## src/rtl/rtg_pkg.sv

```systemverilog
package rtg_pkg;

  // Per-axis timing, lengths in axis units (quads or lines)
  typedef struct packed {
    logic [10:0] act;
    logic [6:0]  fp;
    logic [6:0]  sync;
    logic [6:0]  bp;
    logic        syncOff;
    logic        syncHigh;
  } axisCfg_t;

  // Strobes from control to datapath
  typedef struct packed {
    logic run;
    logic forceBlank;
  } ctrlStrobe_t;

  localparam logic [1:0] ADDR_HORIZ = 2'd0;
  localparam logic [1:0] ADDR_VERT  = 2'd1;
  localparam logic [1:0] ADDR_VALID = 2'd2;
  localparam logic [1:0] ADDR_STAT  = 2'd3;

  function automatic axisCfg_t decodeHoriz(input logic [31:0] w);
    axisCfg_t c;
    c.act      = {w[29:28], w[8:0]};
    c.fp       = {2'b00, w[13:9]};
    c.sync     = w[20:14];
    c.bp       = w[27:21];
    c.syncOff  = w[30];
    c.syncHigh = w[31];
    return c;
  endfunction

  function automatic axisCfg_t decodeVert(input logic [31:0] w);
    axisCfg_t c;
    c.act      = w[10:0];
    c.fp       = {2'b00, w[15:11]};
    c.sync     = {1'b0, w[21:16]};
    c.bp       = {1'b0, w[27:22]};
    c.syncOff  = w[30];
    c.syncHigh = w[31];
    return c;
  endfunction

endpackage

```

## src/rtl/rtgAxis.sv

```systemverilog
module rtgAxis
  import rtg_pkg::*;
#(
  parameter int CNT_W   = 14,
  parameter int SHIFT   = 2,
  parameter bit MARK_AT_SYNC = 1'b0
) (
  input  axisCfg_t         cfg,
  input  logic [CNT_W-1:0] pos,
  output logic             inActive,
  output logic             inSync,
  output logic             atEnd,
  output logic             mark
);
  localparam int SUM_W = CNT_W + 1;

  logic [SUM_W-1:0] actLen, fpLen, syncLen, bpLen;
  logic [SUM_W-1:0] actEnd, fpEnd, syncEnd, total, posExt;

  assign actLen  = SUM_W'(cfg.act)  << SHIFT;
  assign fpLen   = SUM_W'(cfg.fp)   << SHIFT;
  assign syncLen = SUM_W'(cfg.sync) << SHIFT;
  assign bpLen   = SUM_W'(cfg.bp)   << SHIFT;

  assign actEnd  = actLen;
  assign fpEnd   = actEnd + fpLen;
  assign syncEnd = fpEnd + syncLen;
  assign total   = syncEnd + bpLen;
  assign posExt  = {1'b0, pos};

  assign inActive = posExt < actEnd;
  assign inSync   = (posExt >= fpEnd) && (posExt < syncEnd);
  assign atEnd    = (posExt + 1'b1) >= total;

  generate
    if (MARK_AT_SYNC) begin : g_syncMark
      assign mark = (posExt == fpEnd) && (cfg.sync != '0);
    end else begin : g_originMark
      assign mark = (pos == '0);
    end
  endgenerate

endmodule

```

## src/rtl/rtgDatapath.sv

```systemverilog
module rtgDatapath
  import rtg_pkg::*;
#(
  parameter int PIX_W  = 14,
  parameter int LINE_W = 12
) (
  input  logic              clk,
  input  logic              rstN,
  input  ctrlStrobe_t       stb,
  input  axisCfg_t          hCfg,
  input  axisCfg_t          vCfg,
  output logic [PIX_W-1:0]  pixCol,
  output logic [LINE_W-1:0] lineNum,
  output logic              hsync,
  output logic              vsync,
  output logic              blank,
  output logic              activeVideo,
  output logic              frameEnd,
  output logic              retraceStart
);
  logic hAct, hSync, hEnd, hOrigin;
  logic vAct, vSync, vEnd, vLead;
  logic visible;

  rtgAxis #(.CNT_W(PIX_W), .SHIFT(2), .MARK_AT_SYNC(1'b0)) uHoriz (
    .cfg(hCfg), .pos(pixCol),
    .inActive(hAct), .inSync(hSync), .atEnd(hEnd), .mark(hOrigin)
  );

  rtgAxis #(.CNT_W(LINE_W), .SHIFT(0), .MARK_AT_SYNC(1'b1)) uVert (
    .cfg(vCfg), .pos(lineNum),
    .inActive(vAct), .inSync(vSync), .atEnd(vEnd), .mark(vLead)
  );

  always_ff @(posedge clk or negedge rstN) begin
    if (!rstN) begin
      pixCol  <= '0;
      lineNum <= '0;
    end else if (!stb.run) begin
      pixCol  <= '0;
      lineNum <= '0;
    end else if (hEnd) begin
      pixCol  <= '0;
      lineNum <= vEnd ? '0 : lineNum + 1'b1;
    end else begin
      pixCol  <= pixCol + 1'b1;
    end
  end

  assign visible      = hAct && vAct;
  assign hsync        = (stb.run && hSync && !hCfg.syncOff) ? hCfg.syncHigh : ~hCfg.syncHigh;
  assign vsync        = (stb.run && vSync && !vCfg.syncOff) ? vCfg.syncHigh : ~vCfg.syncHigh;
  assign activeVideo  = stb.run && visible && !stb.forceBlank;
  assign blank        = stb.run && (!visible || stb.forceBlank);
  assign frameEnd     = stb.run && hEnd && vEnd;
  assign retraceStart = stb.run && hOrigin && vLead;

endmodule

```

## src/rtl/rtgControl.sv

```systemverilog
module rtgControl
  import rtg_pkg::*;
(
  input  logic        clk,
  input  logic        rstN,
  input  logic        regWrEn,
  input  logic [1:0]  regAddr,
  input  logic [31:0] regWrData,
  output logic [31:0] regRdData,
  input  logic        frameEnd,
  input  logic        retraceStart,
  output ctrlStrobe_t stb,
  output axisCfg_t    hCfg,
  output axisCfg_t    vCfg,
  output logic        retraceFlag
);
  logic [31:0] hPend, vPend;
  logic [1:0]  validBits;
  logic        clrHit;

  assign clrHit = regWrEn && (regAddr == ADDR_STAT) && regWrData[0];

  always_ff @(posedge clk or negedge rstN) begin
    if (!rstN) begin
      hPend     <= '0;
      vPend     <= '0;
      validBits <= '0;
    end else if (regWrEn) begin
      case (regAddr)
        ADDR_HORIZ: hPend     <= regWrData;
        ADDR_VERT:  vPend     <= regWrData;
        ADDR_VALID: validBits <= regWrData[1:0];
        default:    ;
      endcase
    end
  end

  // Working copies: follow pending words while idle, else only at frame wrap
  always_ff @(posedge clk or negedge rstN) begin
    if (!rstN) begin
      hCfg <= '0;
      vCfg <= '0;
    end else if (!stb.run || frameEnd) begin
      hCfg <= decodeHoriz(hPend);
      vCfg <= decodeVert(vPend);
    end
  end

  always_ff @(posedge clk or negedge rstN) begin
    if (!rstN)             retraceFlag <= 1'b0;
    else if (retraceStart) retraceFlag <= 1'b1;
    else if (clrHit)       retraceFlag <= 1'b0;
  end

  assign stb.run        = validBits[0];
  assign stb.forceBlank = validBits[1];

  always_comb begin
    case (regAddr)
      ADDR_HORIZ: regRdData = hPend;
      ADDR_VERT:  regRdData = vPend;
      ADDR_VALID: regRdData = {30'd0, validBits};
      default:    regRdData = {31'd0, retraceFlag};
    endcase
  end

endmodule

```

## src/rtl/rasterTimingGen.sv

```systemverilog
module rasterTimingGen
  import rtg_pkg::*;
#(
  parameter int PIX_W  = 14,
  parameter int LINE_W = 12
) (
  input  logic              clk,
  input  logic              rstN,
  input  logic              regWrEn,
  input  logic [1:0]        regAddr,
  input  logic [31:0]       regWrData,
  output logic [31:0]       regRdData,
  output logic [PIX_W-1:0]  pixCol,
  output logic [LINE_W-1:0] lineNum,
  output logic              hsync,
  output logic              vsync,
  output logic              blank,
  output logic              activeVideo,
  output logic              retraceFlag
);
  ctrlStrobe_t ctrlStb;
  axisCfg_t    hCfg, vCfg;
  logic        frameEnd, retraceStart, runEn;

  assign runEn = ctrlStb.run;

  rtgControl uCtrl (
    .clk(clk), .rstN(rstN),
    .regWrEn(regWrEn), .regAddr(regAddr), .regWrData(regWrData), .regRdData(regRdData),
    .frameEnd(frameEnd), .retraceStart(retraceStart),
    .stb(ctrlStb), .hCfg(hCfg), .vCfg(vCfg), .retraceFlag(retraceFlag)
  );

  rtgDatapath #(.PIX_W(PIX_W), .LINE_W(LINE_W)) uPath (
    .clk(clk), .rstN(rstN), .stb(ctrlStb), .hCfg(hCfg), .vCfg(vCfg),
    .pixCol(pixCol), .lineNum(lineNum), .hsync(hsync), .vsync(vsync),
    .blank(blank), .activeVideo(activeVideo),
    .frameEnd(frameEnd), .retraceStart(retraceStart)
  );

endmodule

```

## config.mk

```make
export PLATFORM = sky130hd
export DESIGN_NAME = rasterTimingGen
export DESIGN_NICKNAME = d
export VERILOG_FILES = /design/src/rtl/rtg_pkg.sv /design/src/rtl/rtgAxis.sv /design/src/rtl/rtgDatapath.sv /design/src/rtl/rtgControl.sv /design/src/rtl/rasterTimingGen.sv
export SDC_FILE = /design/constraint.sdc
export NUM_CORES = 1
export LEC_CHECK = 0
export BUFFER_PORTS_ARGS = -buffer_cell sky130_fd_sc_hd__buf_2
export CORE_MARGIN = 2
export CORE_UTILIZATION = 55
export CTS_CLUSTER_DIAMETER = 40
export DETAILED_ROUTE_END_ITERATION = 6
export PLACE_DENSITY = 0.75
export SYNTH_ARGS = -nofsm -noshare
export SYNTH_HDL_FRONTEND = slang
export SYNTH_SLANG_ARGS = --single-unit
```

## constraint.sdc

```tcl
create_clock -name clk -period 7.71 [get_ports clk]
set_clock_uncertainty 0.2 [all_clocks]
set_input_delay 0.771 -clock clk [delete_from_list [all_inputs] [get_ports clk]]
set_output_delay 0.771 -clock clk [all_outputs]
set_load 0.01 [all_outputs]
```

# ---- Word-level counts from Yosys, hierarchy flattened
# Cells that the tools add are included.
# W data, S select, Z words.
dict set report totals {
  ff_bits 155
  word_cells 84
  output_inout_bits 63
  inputBits 37
}
dict set report op_classes {
  bitwise 2
  n_mux 10
  addsub 10
  eq_ne 5
  n_reduce_logical 31
  magnitude_cmp 8
}
# operator n
set op_table {}
lappend op_table {{$pmux W32 S3} 1}
lappend op_table {{$mux W12} 3}
lappend op_table {{$mux W14} 2}
lappend op_table {{$logic_and A1 B1 Y1} 17}
lappend op_table {{$add A14 B1 Y15 const B} 1}
lappend op_table {{$add A14 B9 Y15} 1}
lappend op_table {{$add A15 B9 Y15} 1}
lappend op_table {{$ge A15 B15 Y1} 1}
lappend op_table {{$lt A14 B15 Y1} 1}
lappend op_table {{$add A13 B7 Y14} 1}
lappend op_table {{$add A14 B1 Y14 const B} 1}
lappend op_table {{$ge A14 B14 Y1} 1}
lappend op_table {{$logic_not A14 Y1} 1}
lappend op_table {{$lt A14 B13 Y1} 1}
lappend op_table {{$add A12 B1 Y13 const B} 1}
lappend op_table {{$add A12 B6 Y13} 1}
lappend op_table {{$add A13 B6 Y13} 1}
lappend op_table {{$eq A12 B13 Y1} 1}
lappend op_table {{$ge A13 B13 Y1} 1}
lappend op_table {{$lt A12 B13 Y1} 1}
lappend op_table {{$add A11 B5 Y12} 1}
lappend op_table {{$add A12 B1 Y12 const B} 1}
lappend op_table {{$ge A12 B12 Y1} 1}
lappend op_table {{$lt A12 B11 Y1} 1}
lappend op_table {{other kinds (11)} 23}

# ---- Depth between registers and ports, before layout
dict set report logic_depth {
  word_depth 7
  mapped_depth 26
  mapped_depth_nobuf 24
}

# ---- Cells and area by module
# Synthesis repeated with hierarchy kept, for this count alone.
dict set report hier_totals {
  cells_unflattened 1143
  area_unflattened_um2 11753.8
}
# mod n_inst seq_area_each_um2 area_each_um2 cells_per_inst
set by_module_without_submodules {}
lappend by_module_without_submodules {rtgControl 1 3228.1 5371.4 355}
lappend by_module_without_submodules {{rtgAxis at uPath.uHoriz} 1 0.0 2591.2 339}
lappend by_module_without_submodules {{rtgAxis at uPath.uVert} 1 0.0 2401.1 301}
lappend by_module_without_submodules {rtgDatapath 1 650.6 1390.1 148}

# ---- Least setup slack after synthesis
# Ideal clock, no wire load.
dict set report synth_path {
  path_type {register to register}
  from {reg uCtrl.vCfg[23] (netlist name)}
  to {reg uCtrl.hCfg[0] (netlist name)}
  arrival_time_ps 5114
  t_required_ps 7385
  period_less_slack_ps 5439
  setup_slack_ps 2271
  path_buffers 2
  stages_incl_launch_ff 25
  setup_time_ps 125
  path_cell_list {dfrtp_1 > ha_1 > inv_1 > fa_1 > nor2b_1 > o21ai_0 > a21oi_1 > ha_1 > a21oi_1 > o21ai_0 > xor2_1 > ha_1 > o21a_1 > nor2_1 > or3_1 > o31a_1 > ha_1 > a211o_1 > a2111oi_0 > o21ai_0 > o22ai_2 > nor2b_1 > buf_6 > buf_6 > mux2_4}
}
dict set report synth_between {
  elab_chain_cells 6
}
# element line
set synth_lines {}
lappend synth_lines {{$add A11 B5 Y12} rtgAxis.sv:26} ;# assign fpEnd = actEnd + fpLen;
lappend synth_lines {{$add A12 B6 Y13} rtgAxis.sv:27} ;# assign syncEnd = fpEnd + syncLen;
lappend synth_lines {{$add A13 B6 Y13} rtgAxis.sv:28} ;# assign total = syncEnd + bpLen;
lappend synth_lines {{$ge A13 B13 Y1} rtgAxis.sv:33} ;# assign atEnd = (posExt + 1'b1) >= total;
lappend synth_lines {{$logic_and A1 B1 Y1} rtgDatapath.sv:55} ;# assign frameEnd = stb.run && hEnd && vEnd;
lappend synth_lines {{$logic_or A1 B1 Y1} rtgControl.sv:43} ;# end else if (!stb.run || frameEnd) begin
# Every way passes these cells.
# A chain may end at the register's enable or synchronous reset.

# ---- Worst setup path in the final report
dict set report layout_path {
  from {reg uCtrl.hCfg[23] (netlist name)}
  to {reg uCtrl.hCfg[24] (netlist name)}
}
dict set report layout_between {
  elab_chain_cells 7
}
# element line
set layout_lines {}
lappend layout_lines {{$add A13 B7 Y14} rtgAxis.sv:26}
lappend layout_lines {{$add A14 B9 Y15} rtgAxis.sv:27}
lappend layout_lines {{$add A15 B9 Y15} rtgAxis.sv:28}
lappend layout_lines {{$ge A15 B15 Y1} rtgAxis.sv:33}
lappend layout_lines {{$logic_and A1 B1 Y1 (2 in a row)} rtgDatapath.sv:55}
lappend layout_lines {{$logic_or A1 B1 Y1} rtgControl.sv:43}
# Every way passes these cells.

==> flow_results.org <==
** Synthesis
- Synthesized-area fraction occupied by and/or/nand/nor cells :: approximately a tenth
- FFs w/ async S/R, synth :: 100.0%
- Largest cells by area after synthesis :: sky130_fd_sc_hd__dfrtp_1, sky130_fd_sc_hd__ha_1, sky130_fd_sc_hd__mux2_4
- Fraction of the yosys area taken by sequential cells :: 34.79%
- Synthesis inferred around 160 register bits.
- After synthesis the cells add up to ~0.011 mm2.
- Measured against the total synthesized area, the mux share comes to 17.93%.
- Dividing the synthesized area by the synthesized cell count gives around 11 um2.
- In this run, synthesis inferred 0 flip-flops with an integrated enable.
- Yosys printed 0 warnings.
- Share of the synthesized area in the top cell type :: 34.79%
- After Yosys synthesis, full adders, half adders and majority gates account for approximately 16% of the synthesized area.
- After Yosys synthesis, XOR and XNOR cells account for 5.656% of the synthesized area.
- Among all flip-flop cells after synthesis, the most frequent one is sky130_fd_sc_hd__dfrtp_1.
- The synthesized design spends more area on one cell type than any other, namely sky130_fd_sc_hd__dfrtp_1.
- Main combinational cell family by area after synthesis :: multiplexers
- Summing the areas of all compound-gate instances in the mapped netlist gives approximately 11% of the synthesized area.
- Number of distinct standard cells referenced by the synthesized netlist :: 66
- Synthesis handed over a netlist of 1038 instances.

** Global routing
- Entering global routing, the biggest net connects 80 pins.
- Across every metal layer, demand over resource in global routing totals around 25%.
- Global-route wire length before repair :: 42870 um
- Number of antenna violations at the first check in global routing :: 2
- Via count of the first global-routing pass :: 8085
- The total overflow left after global routing is 0.

** Setup path
- Worst setup path startpoint :: uCtrl.hCfg[23]$_DFFE_PN0P_
- The worst setup path is of the register to register kind.
- At the worst endpoint, the required time is 7.82 ns.
- Arrival time of data at the critical path endpoint :: about 6.6 ns
- The worst setup path is captured at a register.
- The worst setup path is launched from a register.
- In this run the worst path has a maximum fanout of 39.
- Reg2Reg Launch Point :: uCtrl.hCfg[23]$_DFFE_PN0P_

** Clocking
- Clock tree synthesis selected as its root buffer the cell sky130_fd_sc_hd__clkbuf_16.
- Clock latency on the worst-skew pair, taken at its later pin, is ~0.43 ns.
- The H-tree was split into 4 levels.
- Clk slew on worst S/H paths :: ~0.070 ns
- TritonCTS clock tree :: done
- Gates resized during post-CTS repair numbered 0.
- Setup bufs post-CTS :: 0
- Counting along the longest clock path gives a buffer depth of 2.
- Hold_buf cts :: 0
- Clock tree synthesis found a total of around 160 sinks.
- CTS Buf Count :: 17

** Finish
- Share of final-layout standard cells stronger than drive strength 1 :: approximately a quarter
- Synth-to-layout area growth :: 12.32%
- After the last flow step, the layout net total stands at 1310.
- Fill cell total of the finished layout :: 1645
- Cells fill a little over three fifths of the core in the end.
- Excluding fillers, the count of instances in the completed layout stands at around 1400.
- Layout Cell Area excl Fill :: about 0.013 mm2
- FF+latch area :: slightly below 0.004 mm2
- The multi-input combinational cells in the finished layout cover a total of roughly 0.007 mm2.

** Timing
- Worst slew pin tran :: 1.000 ns
- Setup TNS :: 0 ns
- The smallest clock period supported by the final layout is computed as approximately 6.5 ns.
- Achievable frequency :: ~150 MHz
- Setup violations remaining at the end of the flow were counted as 0.
- Of the available clock period, the critical path in the final layout requires 83.94%.
- Slew Limit Fails :: 0
- The final-report hold violation count is 0.
- Setup repair after global routing left no endpoint under its margin.
- Slew headroom :: around a third

** Drt
- Via Count :: 8214
- After detailed routing, the total wire length is between 20000 and 30000 um.
- Count of antenna-violating nets left after detailed routing :: 0
- Dividing the detail-routed via count by the number of cells gives ~5.8.
- In the routed design, unresolved DRC markers number 0.
- After the first detailed-routing iteration, the DRC count stood at about 390.
- Final routed wire length divided by cell count :: between 15 and 20 um
- Detailed-routing iteration count for the pre-antenna-repair pass :: 5

** Die
- During I/O placement, the number of pins put on the boundary was 100.
- The die covers 0.02143 mm2.
- Width of the die :: roughly 150 um
- Starting density of the core :: around 56%
- Vertical die dimension :: 146.4 um
- Site row count :: 52
- Core Box Area :: 0.02004 mm2

** Placement
- Count of placed standard cells including taps :: between 1000 and 1500
- Count of buffers from port buffering :: between 90 and 100
- The wire-length estimate of the detail-placed layout is ~20000 um.
- At the end of routability-driven placement, the weighted congestion stood at about 0.91.
- Placed cell area :: 0.01190 mm2

** Hold path
- Class of the tightest hold or removal check :: primary input to asynchronous set/reset pin

** Run status
- Result of the run :: complete, no violations

** Run
- Max-cap violations in this run came to 0.
-- Yosys cell counts, types with 10 or more instances --
| library cell | count |
|---|---|
| sky130_fd_sc_hd__inv_1 | 76 |
| sky130_fd_sc_hd__xnor2_1 | 49 |
| sky130_fd_sc_hd__a21o_1 | 37 |
| sky130_fd_sc_hd__a21oi_1 | 39 |
| sky130_fd_sc_hd__nand3_1 | 24 |
| sky130_fd_sc_hd__nand2_1 | 28 |
| sky130_fd_sc_hd__o21ai_0 | 34 |
| sky130_fd_sc_hd__nor3_1 | 10 |
| sky130_fd_sc_hd__dfrtp_1 | 155 |
| sky130_fd_sc_hd__nor2b_1 | 25 |
| sky130_fd_sc_hd__xor2_1 | 23 |
| sky130_fd_sc_hd__mux2i_1 | 31 |
| sky130_fd_sc_hd__mux2_2 | 68 |
| sky130_fd_sc_hd__mux2_4 | 60 |
| sky130_fd_sc_hd__nor2_1 | 60 |
| sky130_fd_sc_hd__nand4_1 | 16 |
| sky130_fd_sc_hd__o21a_1 | 13 |
| sky130_fd_sc_hd__clkbuf_1 | 19 |
| sky130_fd_sc_hd__ha_1 | 134 |
-- cell type report --
| class | instances | share of cell area, % |
|---|---|---|
| well taps | 270 | 2.698 |
| flip-flops and latches | 155 | 30.97 |
| clock inverters | 15 | 1.539 |
| diodes | 2 | 0.03996 |
| multi-input cells | 774 | 54.43 |
| repair buffers | 107 | 4.586 |
| inverters | 78 | 2.338 |
| clock buffers | 17 | 3.397 |
-- layout by cell type (no fill, tap or decap), types with 5 or more instances in the layout --
cell / instances
sky130_fd_sc_hd__a21boi_0: 7
sky130_fd_sc_hd__ha_1: 134
sky130_fd_sc_hd__clkbuf_16: 17
sky130_fd_sc_hd__nand4_1: 16
sky130_fd_sc_hd__mux2_4: 60
sky130_fd_sc_hd__mux2i_1: 31
sky130_fd_sc_hd__nor4_1: 9
sky130_fd_sc_hd__a211oi_1: 5
sky130_fd_sc_hd__xnor2_1: 49
sky130_fd_sc_hd__buf_4: 7
sky130_fd_sc_hd__mux2_2: 68
sky130_fd_sc_hd__and3_1: 9
sky130_fd_sc_hd__nor3b_1: 7
sky130_fd_sc_hd__a21oi_1: 39
sky130_fd_sc_hd__nand2_1: 28
sky130_fd_sc_hd__xor2_1: 23
sky130_fd_sc_hd__nor2b_1: 24
sky130_fd_sc_hd__inv_6: 6
sky130_fd_sc_hd__buf_2: 98
sky130_fd_sc_hd__o21a_1: 13
sky130_fd_sc_hd__dfrtp_1: 155
sky130_fd_sc_hd__inv_1: 76
sky130_fd_sc_hd__nand2b_1: 7
sky130_fd_sc_hd__fa_1: 6
sky130_fd_sc_hd__a211o_1: 5
sky130_fd_sc_hd__o211ai_1: 7
sky130_fd_sc_hd__a21o_1: 37
sky130_fd_sc_hd__nand3_1: 24
sky130_fd_sc_hd__nor2_1: 60
sky130_fd_sc_hd__o21ai_0: 34
sky130_fd_sc_hd__nor3_1: 10
-- worst max-delay path, stage by stage, from the launching register on --
cell	delay, ns
sky130_fd_sc_hd__dfrtp_1	0.37
sky130_fd_sc_hd__ha_1	0.20
sky130_fd_sc_hd__inv_1	0.07
sky130_fd_sc_hd__fa_1	0.52
sky130_fd_sc_hd__inv_1	0.08
sky130_fd_sc_hd__fa_1	0.43
sky130_fd_sc_hd__a21o_1	0.20
sky130_fd_sc_hd__a21oi_1	0.28
sky130_fd_sc_hd__xnor2_1	0.19
sky130_fd_sc_hd__ha_1	0.30
sky130_fd_sc_hd__a21boi_0	0.14
sky130_fd_sc_hd__o21ai_0	0.22
sky130_fd_sc_hd__a21boi_0	0.12
sky130_fd_sc_hd__o21bai_1	0.23
sky130_fd_sc_hd__a31oi_1	0.08
sky130_fd_sc_hd__xnor2_1	0.14
sky130_fd_sc_hd__ha_1	0.30
sky130_fd_sc_hd__nand4_1	0.08
sky130_fd_sc_hd__a21oi_1	0.12
sky130_fd_sc_hd__a221o_1	0.45
sky130_fd_sc_hd__or2_1	0.16
sky130_fd_sc_hd__buf_4	0.25
sky130_fd_sc_hd__nor2b_4	0.51
sky130_fd_sc_hd__buf_12	0.34
sky130_fd_sc_hd__mux2_2	0.37
-- through the flow --
| stage | setup slack, ns | hold WS [ns] |
|---|---|---|
| 6_report | 1.238 | 0.1450 |
| 2_1_floorplan | 2.271 | 0.2746 |
| 5_1_grt | 0.8225 | 0.1915 |
| 3_3_place_gp | 1.449 | 0.2862 |
| 4_1_cts | 1.211 | 0.1684 |
| 3_5_place_dp | 1.254 | 0.2932 |
-- path summary, 6_finish.rpt --
check,end,slack (ns),cells after the start
min reg2reg,uCtrl.vPend[28]$_DFFE_PN0P_,0.31,1
max in group asynchronous,uPath.pixCol[12]$_DFF_PN0_,5.70,2
max,uCtrl.hCfg[24]$_DFFE_PN0P_,1.24,24
min in group clk,uCtrl.vPend[28]$_DFFE_PN0P_,0.31,1
min,uCtrl.vCfg[18]$_DFFE_PN0P_,0.14,1
max reg2reg,uCtrl.hCfg[24]$_DFFE_PN0P_,1.24,24
-- cell families (layout without fill, tap and decap cells) --
group,after synthesis,count (layout)
adders and majority gates,140,140
AOI/OAI and AO/OA,181,181
xor gates and xnor gates,72,72
muxes,160,160
DFF,155,155
and+or+nand+nor,219,219
buffers and inverters,110,217
other,1,4
-- layer usage --
| layer | part of all wire [%] | global-route usage (%) |
|---|---|---|
| met1 | 47 | 35.83 |
| met2 | 46 | 40.66 |
| met3 | 4.3 | 4.344 |
| met4 | 2.2 | 7.427 |
| met5 | 0 | 0 |
-- flip-flops by register name, indices dropped and copies added, names as in the netlist --
name	count
uCtrl.hCfg	32
uCtrl.hPend	32
uCtrl.vPend	32
uCtrl.vCfg	30
uPath.pixCol	14
uPath.lineNum	12
uCtrl.validBits	2
uCtrl.retraceFlag	1
Power is left out: the tool's default activity adds up to more than one toggle a clock period on the data nets, which glitch-free logic cannot reach.
